File: config.mk
export PLATFORM = sky130hd
export DESIGN_NAME = gpio_port_regs
export DESIGN_NICKNAME = d
export VERILOG_FILES = /design/src/rtl/gpio_port_pkg.sv /design/src/rtl/gpio_out_reg.sv /design/src/rtl/gpio_pad_decode.sv /design/src/rtl/gpio_in_sync.sv /design/src/rtl/gpio_port_regs.sv
export SDC_FILE = /design/constraint.sdc
export NUM_CORES = 1
export LEC_CHECK = 0
export ABC_AREA = 1
export CAP_MARGIN = 20
export CORE_MARGIN = 5
export CORE_UTILIZATION = 48
export DETAILED_ROUTE_END_ITERATION = 8
export PLACE_DENSITY_LB_ADDON = 0.2
export SLEW_MARGIN = 20
export SYNTH_ARGS = -nofsm -noshare
export SYNTH_HDL_FRONTEND = slang
export SYNTH_HIERARCHICAL = 1
export SYNTH_SLANG_ARGS = --single-unit
File: constraint.sdc
create_clock -name clk -period 1.9 [get_ports clk]
set_input_delay 0.38 -clock clk [delete_from_list [all_inputs] [get_ports clk]]
set_output_delay 0.38 -clock clk [all_outputs]
set_load 0.005 [all_outputs]
File: src/rtl/gpio_port_pkg.sv
// Shared types and constants of the GPIO port control block.
// Assumes byte offsets fit in the bus address width chosen by the top.
package gpio_port_pkg;

    // Register byte offsets
    localparam int OFS_OUT     = 'h00;
    localparam int OFS_STATE   = 'h04;
    localparam int OFS_MODE    = 'h08;
    localparam int OFS_INDIS   = 'h18;
    localparam int OFS_OUT_SET = 'h40;
    localparam int OFS_OUT_CLR = 'h44;
    localparam int OFS_OUT_INV = 'h48;

    localparam int MODE_W = 3;

    // Drive mode encodings (value is behaviour-relevant)
    typedef enum logic [MODE_W-1:0] {
        DM_OFF     = 3'd0,
        DM_INPUT   = 3'd1,
        DM_LO_PU   = 3'd2,
        DM_PD_HI   = 3'd3,
        DM_LO_ONLY = 3'd4,
        DM_HI_ONLY = 3'd5,
        DM_LO_HI   = 3'd6,
        DM_PD_PU   = 3'd7
    } drv_mode_e;

    // Output register update operations
    typedef enum logic [1:0] {
        OUT_LOAD = 2'd0,
        OUT_SET  = 2'd1,
        OUT_CLR  = 2'd2,
        OUT_INV  = 2'd3
    } out_op_e;

    // Pad-side control bundle for one pad
    typedef struct packed {
        logic lo;
        logic hi;
        logic pu;
        logic pd;
        logic ib;
    } pad_ctl_t;

endpackage

File: src/rtl/gpio_out_reg.sv
// Output level register of the port. Applies one update per cycle:
// a plain load or a masked set, clear or invert.
// Assumes the caller raises upd_en for at most one operation per cycle.
module gpio_out_reg
    import gpio_port_pkg::*;
#(
    parameter int N_PADS = 8
) (
    input  logic              clk,
    input  logic              rst_n,
    input  logic              upd_en,
    input  out_op_e           upd_op,
    input  logic [N_PADS-1:0] upd_data,
    output logic [N_PADS-1:0] out_q
);

    logic [N_PADS-1:0] out_next;

    // Next value for the selected update operation
    always_comb begin
        unique case (upd_op)
            OUT_LOAD: out_next = upd_data;
            OUT_SET:  out_next = out_q | upd_data;
            OUT_CLR:  out_next = out_q & ~upd_data;
            OUT_INV:  out_next = out_q ^ upd_data;
            default:  out_next = out_q;
        endcase
    end

    // Register the output levels, cleared by reset
    always_ff @(posedge clk) begin
        if (!rst_n)
            out_q <= '0;
        else if (upd_en)
            out_q <= out_next;
    end

endmodule

File: src/rtl/gpio_pad_decode.sv
// Turns each pad's drive mode, output bit and input-disable bit into
// pad controls. A driver or pull is active only when its level
// matches the output bit. Purely combinational.
module gpio_pad_decode
    import gpio_port_pkg::*;
#(
    parameter int N_PADS = 8,
    localparam int MODES_W = N_PADS * MODE_W
) (
    input  logic [MODES_W-1:0] modes,
    input  logic [N_PADS-1:0]  out_bits,
    input  logic [N_PADS-1:0]  in_dis,
    output logic [N_PADS-1:0]  drv_lo,
    output logic [N_PADS-1:0]  drv_hi,
    output logic [N_PADS-1:0]  pull_up,
    output logic [N_PADS-1:0]  pull_dn,
    output logic [N_PADS-1:0]  ibuf_en
);

    // Decode one pad from its mode, output level and disable bit
    function automatic pad_ctl_t decode_pad(input drv_mode_e m, input logic o, input logic dis);
        pad_ctl_t c;
        logic lo_cap, hi_cap, pu_cap, pd_cap;
        lo_cap = (m == DM_LO_PU) || (m == DM_LO_ONLY) || (m == DM_LO_HI);
        hi_cap = (m == DM_PD_HI) || (m == DM_HI_ONLY) || (m == DM_LO_HI);
        pu_cap = (m == DM_LO_PU) || (m == DM_PD_PU);
        pd_cap = (m == DM_PD_HI) || (m == DM_PD_PU);
        c.lo = lo_cap & ~o;
        c.hi = hi_cap & o;
        c.pu = pu_cap & o;
        c.pd = pd_cap & ~o;
        c.ib = (m != DM_OFF) & ~dis;
        return c;
    endfunction

    for (genvar i = 0; i < N_PADS; i++) begin : g_pad
        pad_ctl_t ctl;

        // Per-pad decode
        always_comb begin
            ctl = decode_pad(drv_mode_e'(modes[i*MODE_W +: MODE_W]), out_bits[i], in_dis[i]);
        end

        assign drv_lo[i]  = ctl.lo;
        assign drv_hi[i]  = ctl.hi;
        assign pull_up[i] = ctl.pu;
        assign pull_dn[i] = ctl.pd;
        assign ibuf_en[i] = ctl.ib;
    end

endmodule

File: src/rtl/gpio_in_sync.sv
// Multi-flop synchronizer for the asynchronous pad inputs.
// Assumes each pad is an independent level, so no bus coherency is needed.
module gpio_in_sync #(
    parameter int N_PADS = 8,
    parameter int STAGES = 2
) (
    input  logic              clk,
    input  logic              rst_n,
    input  logic [N_PADS-1:0] async_in,
    output logic [N_PADS-1:0] sync_out
);

    logic [N_PADS-1:0] chain [STAGES];

    for (genvar s = 0; s < STAGES; s++) begin : g_stage
        // One synchronizer stage, cleared by reset
        always_ff @(posedge clk) begin
            if (!rst_n)
                chain[s] <= '0;
            else if (s == 0)
                chain[s] <= async_in;
            else
                chain[s] <= chain[(s == 0) ? 0 : s-1];
        end
    end

    assign sync_out = chain[STAGES-1];

endmodule

File: src/rtl/gpio_port_regs.sv
// Register block of one GPIO port. It decodes bus accesses, holds the
// drive modes and input-disable bits, and gives registered read data
// one cycle after a read request. Assumes at most one access per cycle.
module gpio_port_regs
    import gpio_port_pkg::*;
#(
    parameter int N_PADS = 8,
    parameter int ADDR_W = 8,
    parameter int DATA_W = 32,
    localparam int MODES_W = N_PADS * MODE_W
) (
    input  logic              clk,
    input  logic              rst_n,
    input  logic              bus_req,
    input  logic              bus_we,
    input  logic [ADDR_W-1:0] bus_addr,
    input  logic [DATA_W-1:0] bus_wdata,
    output logic [DATA_W-1:0] bus_rdata,
    output logic              bus_rvalid,
    input  logic [N_PADS-1:0] pad_in,
    output logic [N_PADS-1:0] pad_drv_lo,
    output logic [N_PADS-1:0] pad_drv_hi,
    output logic [N_PADS-1:0] pad_pu,
    output logic [N_PADS-1:0] pad_pd,
    output logic [N_PADS-1:0] pad_ibuf_en
);

    logic                 wr, rd;
    logic                 hit_out, hit_state, hit_mode, hit_indis;
    logic                 hit_set, hit_clr, hit_inv;
    logic                 out_upd;
    out_op_e              out_op;
    logic [N_PADS-1:0]    out_q;
    logic [MODES_W-1:0]   mode_q;
    logic [N_PADS-1:0]    indis_q;
    logic [N_PADS-1:0]    pad_sync;
    logic [DATA_W-1:0]    rd_mux;
    logic [DATA_W-1:0]    rdata_q;
    logic                 rvalid_q;

    assign wr = bus_req & bus_we;
    assign rd = bus_req & ~bus_we;

    // Address decode of each register offset
    always_comb begin
        hit_out   = (bus_addr == ADDR_W'(OFS_OUT));
        hit_state = (bus_addr == ADDR_W'(OFS_STATE));
        hit_mode  = (bus_addr == ADDR_W'(OFS_MODE));
        hit_indis = (bus_addr == ADDR_W'(OFS_INDIS));
        hit_set   = (bus_addr == ADDR_W'(OFS_OUT_SET));
        hit_clr   = (bus_addr == ADDR_W'(OFS_OUT_CLR));
        hit_inv   = (bus_addr == ADDR_W'(OFS_OUT_INV));
    end

    // Select the output register operation for this write
    always_comb begin
        out_op = OUT_LOAD;
        if (hit_set)      out_op = OUT_SET;
        else if (hit_clr) out_op = OUT_CLR;
        else if (hit_inv) out_op = OUT_INV;
        out_upd = wr & (hit_out | hit_set | hit_clr | hit_inv);
    end

    gpio_out_reg #(.N_PADS(N_PADS)) u_out (
        .clk      (clk),
        .rst_n    (rst_n),
        .upd_en   (out_upd),
        .upd_op   (out_op),
        .upd_data (bus_wdata[N_PADS-1:0]),
        .out_q    (out_q)
    );

    // Drive mode and input-disable registers
    always_ff @(posedge clk) begin
        if (!rst_n) begin
            mode_q  <= '0;
            indis_q <= '0;
        end else if (wr) begin
            if (hit_mode)  mode_q  <= bus_wdata[MODES_W-1:0];
            if (hit_indis) indis_q <= bus_wdata[N_PADS-1:0];
        end
    end

    gpio_pad_decode #(.N_PADS(N_PADS)) u_dec (
        .modes    (mode_q),
        .out_bits (out_q),
        .in_dis   (indis_q),
        .drv_lo   (pad_drv_lo),
        .drv_hi   (pad_drv_hi),
        .pull_up  (pad_pu),
        .pull_dn  (pad_pd),
        .ibuf_en  (pad_ibuf_en)
    );

    gpio_in_sync #(.N_PADS(N_PADS), .STAGES(2)) u_sync (
        .clk      (clk),
        .rst_n    (rst_n),
        .async_in (pad_in),
        .sync_out (pad_sync)
    );

    // Read data multiplexer; aliases and unmapped offsets read 0
    always_comb begin
        rd_mux = '0;
        if (hit_out)   rd_mux[N_PADS-1:0]  = out_q;
        if (hit_state) rd_mux[N_PADS-1:0]  = pad_sync & pad_ibuf_en;
        if (hit_mode)  rd_mux[MODES_W-1:0] = mode_q;
        if (hit_indis) rd_mux[N_PADS-1:0]  = indis_q;
    end

    // Register read data and its valid flag
    always_ff @(posedge clk) begin
        if (!rst_n) begin
            rdata_q  <= '0;
            rvalid_q <= 1'b0;
        end else begin
            rdata_q  <= rd ? rd_mux : '0;
            rvalid_q <= rd;
        end
    end

    assign bus_rdata  = rdata_q;
    assign bus_rvalid = rvalid_q;

endmodule

==> impl_metrics.toml <==
[status]
status = "finished, final reports clean"

[floorplan]
die-area_sq_um = 11000
die_h_um = 105
chipWidth_um = 105
floorplan.initialDensity_pct = 49.5
row_count = 34
pin_count = 125
core_sq_um = 8760

[pwr]
seqPwrFrac_pct = 49.2
p_leak_nw = 2.89
p_total_w = 0.00346
internal_power_w = 0.00270
peakVddDrop_mv = 0.317
p_per_area_nw_per_um2 = 566
p_comb_share_pct = 7.5
clkPwrFrac_pct = 43.3
p_sw_w = 0.000764
p_sw_share_pct = 22.0

[cts]
htree_levels = 3
clkLatencyLatePin_ns = 0.35
cts_tree = "yes"
clk_pin_slew_worst_paths_ns = 0.08
cts-root-buf = "clkbuf_8"
cts_max_path_buffers = 2
cts.sinks = 81
cts_hold_buf = 0
cts_inserted_buffers = 9

[drt]
avgViaCountPerCell = 4.98
firstDrtPassIters = 5
vias = 4544
post_drt_wl_per_cell_um = 13.7
wl_met3_um = 746
wl_met2_um = 6230
ant_nets = 0
drc_errors = 0
drt_iter0_drc = 231
routed_wl_um = 12500
highest_layer = "met4"
met1_length_um = 5140

[worst_setup_path]
crit_arrival_ns = 1.44
crit_path_start = "mode_q[22]$_SDFFE_PN0P_"
rr_worst_depth = 7
cp_slowest_cell = "clkdlybuf4s50_1"
worstReg2RegStart = "u_out/out_q[2]$_SDFFE_PN0P_"
crit_path_max_incr_delay_ns = 0.52
crit_end = "pad_pd[7]"
crit_required_ns = 1.52
path_cells = "nand2_1 -> nor2_1 -> clkdlybuf4s50_1"
worst_r2r_endpoint = "u_out/out_q[2]$_SDFFE_PN0P_"
cp_max_fo = 7
rrSetupSlack_ns = 0.62
worstSetupEndpointType = "output pin"
worstSetupPathType = "flip-flop to output pin"
start_kind = "flip-flop"

[sta]
finalHoldViolations = 0
timing.final.crit_share_pct = 96.0
period_needed_ns = 1.82
finalHoldWorstSlack_ns = 0.405
finalSetupViolations = 0
finalSetupTns_ns = 0
fin_skew_ns = 0.0110
slew_violations = 0
max_freq_ghz = 0.548
rsz0062_at_grt = "true"

[global_route]
grt_max_degree = 51
grt_usage_pct = 22.0
antenna_found_initial = 0
grt_pass1_vias = 4451
grt_overflow = 0
grt_pass1_wl_um = 20100

[layout]
fin_cells = 913
layout-drive-gt1-share_pct = 18.9
fillers = 765
syn2layout_area_growth_pct = 41.1
antennaDiodeCount = 0
num-nets-final = 869

[yosys]
yosysTopAreaCell = "dfxtp_1"
synth_commonest_cells = "nor2_1, nand2_1, inv_1"
yosys_warnings = 6
synth.most_common_cell = "nor2_1"
synth_top_area_share_pct = 37.4
synth_edf_count = 0
ys_seq_area_share_pct = 37.4
synth-main-ff-cell = "dfxtp_1"
synth-async-reset-ratio_pct = 0
syn-instance-count = 653
synthDistinctLibCells = 31
syn_area_sq_um = 4340
synthTopCellsByArea = "dfxtp_1, nor2_1, nand2_1"
avgSynthCellArea_sq_um = 6.64
ys_ff_latch = 81

[run]
cap_violations = 0

[placed_design]
place_inst = 893
hpwl_um = 9400
gp_congestion = 0.847
port_buffers = 108

[min_path]
hold_path.class = "input port to flip-flop"
min_path_cells = 3
-- sequential cells by signal (all words and copies together), names as in the netlist --
name	flops
bus_rdata	24
bus_rvalid	1
indis_q	8
mode_q	24
u_out/out_q	8
u_sync/chain	16
-- cells in the final DEF (no fill, tap or decap), types with 9 or more instances in the layout --
master,count
nor2_1,140
nand2_1,125
inv_1,86
clkdlybuf4s50_1,73
dfxtp_1,52
nand3_1,43
buf_4,42
a21oi_1,28
dlygate4sd2_1,26
o21ai_1,22
inv_2,17
dfxtp_2,16
ha_1,16
nand2_2,15
nor2_2,13
dfxtp_4,13
clkbuf_8,9
-- per-stage QoR --
step           area, sq um  util [%]  setup WS [ns]
2_1_floorplan         4360         -         0.0989
3_3_place_gp          5760      65.7         -0.284
3_5_place_dp          5760      65.7         -0.413
4_1_cts               6070      69.3       0.000679
5_1_grt               6120      69.8        -0.0564
6_report              6120      69.8         0.0756
-- critical path, delay by kind of cell (launching register included) --
kind | cells | cell delay (ns)
and+or+nand+nor | 2 | 0.20
buffers and inverters | 1 | 0.52
DFF | 1 | 0.39
-- logic make-up (layout without fill, tap and decap cells) --
group / Yosys count / after routing / synth area share (%)
other cells: 1 / 8 / 0.0864
fa+ha+maj: 16 / 16 / 4.61
buf+inv: 129 / 274 / 13.5
compound gates: 68 / 68 / 8.28
simple gates: 358 / 358 / 36.1
flops: 81 / 81 / 37.4
-- per-layer routing --
layer	vias up	track usage [%]
met5	-	0
met4	0	10.2
met3	33	4.32
met2	173	39.3
met1	2058	25.1
li1	2280	-
-- layout make-up --
cell class	count	area (sq um)	area share, %
inverters	104	392	6.40
multi-input cells	450	2190	35.8
clock buffers	10	128	2.09
flip-flops and latches	81	1690	27.6
repair buffers	155	1480	24.2
well taps	108	135	2.21
clock inverters	5	104	1.70
-- worst min path at each step --
| stage | from | end | slack [ns] |
|---|---|---|---|
| floorplan | u_sync/chain[0][6]$_SDFF_PN0_ | u_sync/chain[1][6]$_SDFF_PN0_ | 0.39 |
| global placement | u_sync/chain[0][1]$_SDFF_PN0_ | u_sync/chain[1][1]$_SDFF_PN0_ | 0.39 |
| detailed placement | u_sync/chain[0][1]$_SDFF_PN0_ | u_sync/chain[1][1]$_SDFF_PN0_ | 0.40 |
| CTS | rst_n | bus_rvalid$_SDFF_PN0_ | 0.38 |
| global route | rst_n | bus_rvalid$_SDFF_PN0_ | 0.42 |
| finish | rst_n | bus_rvalid$_SDFF_PN0_ | 0.41 |
-- what timing repair did --
action,CTS,global route
pin swaps,4,1
setup endpoints to repair,45,16
setup buffers,5,0
cloned,0,0
gates resized for setup,79,15
-- power groups by stage --
stage	logic [W]	registers (W)	clock network (W)
finish	0.000261	0.00170	0.00150
CTS	0.000256	0.00170	0.00152
detailed placement	0.000254	0.00176	0
global route	0.000286	0.00171	0.00159
global placement	0.000246	0.00176	0
floorplan	0.000117	0.00176	0
No activity file was read; power rests on OpenSTA's default activity.
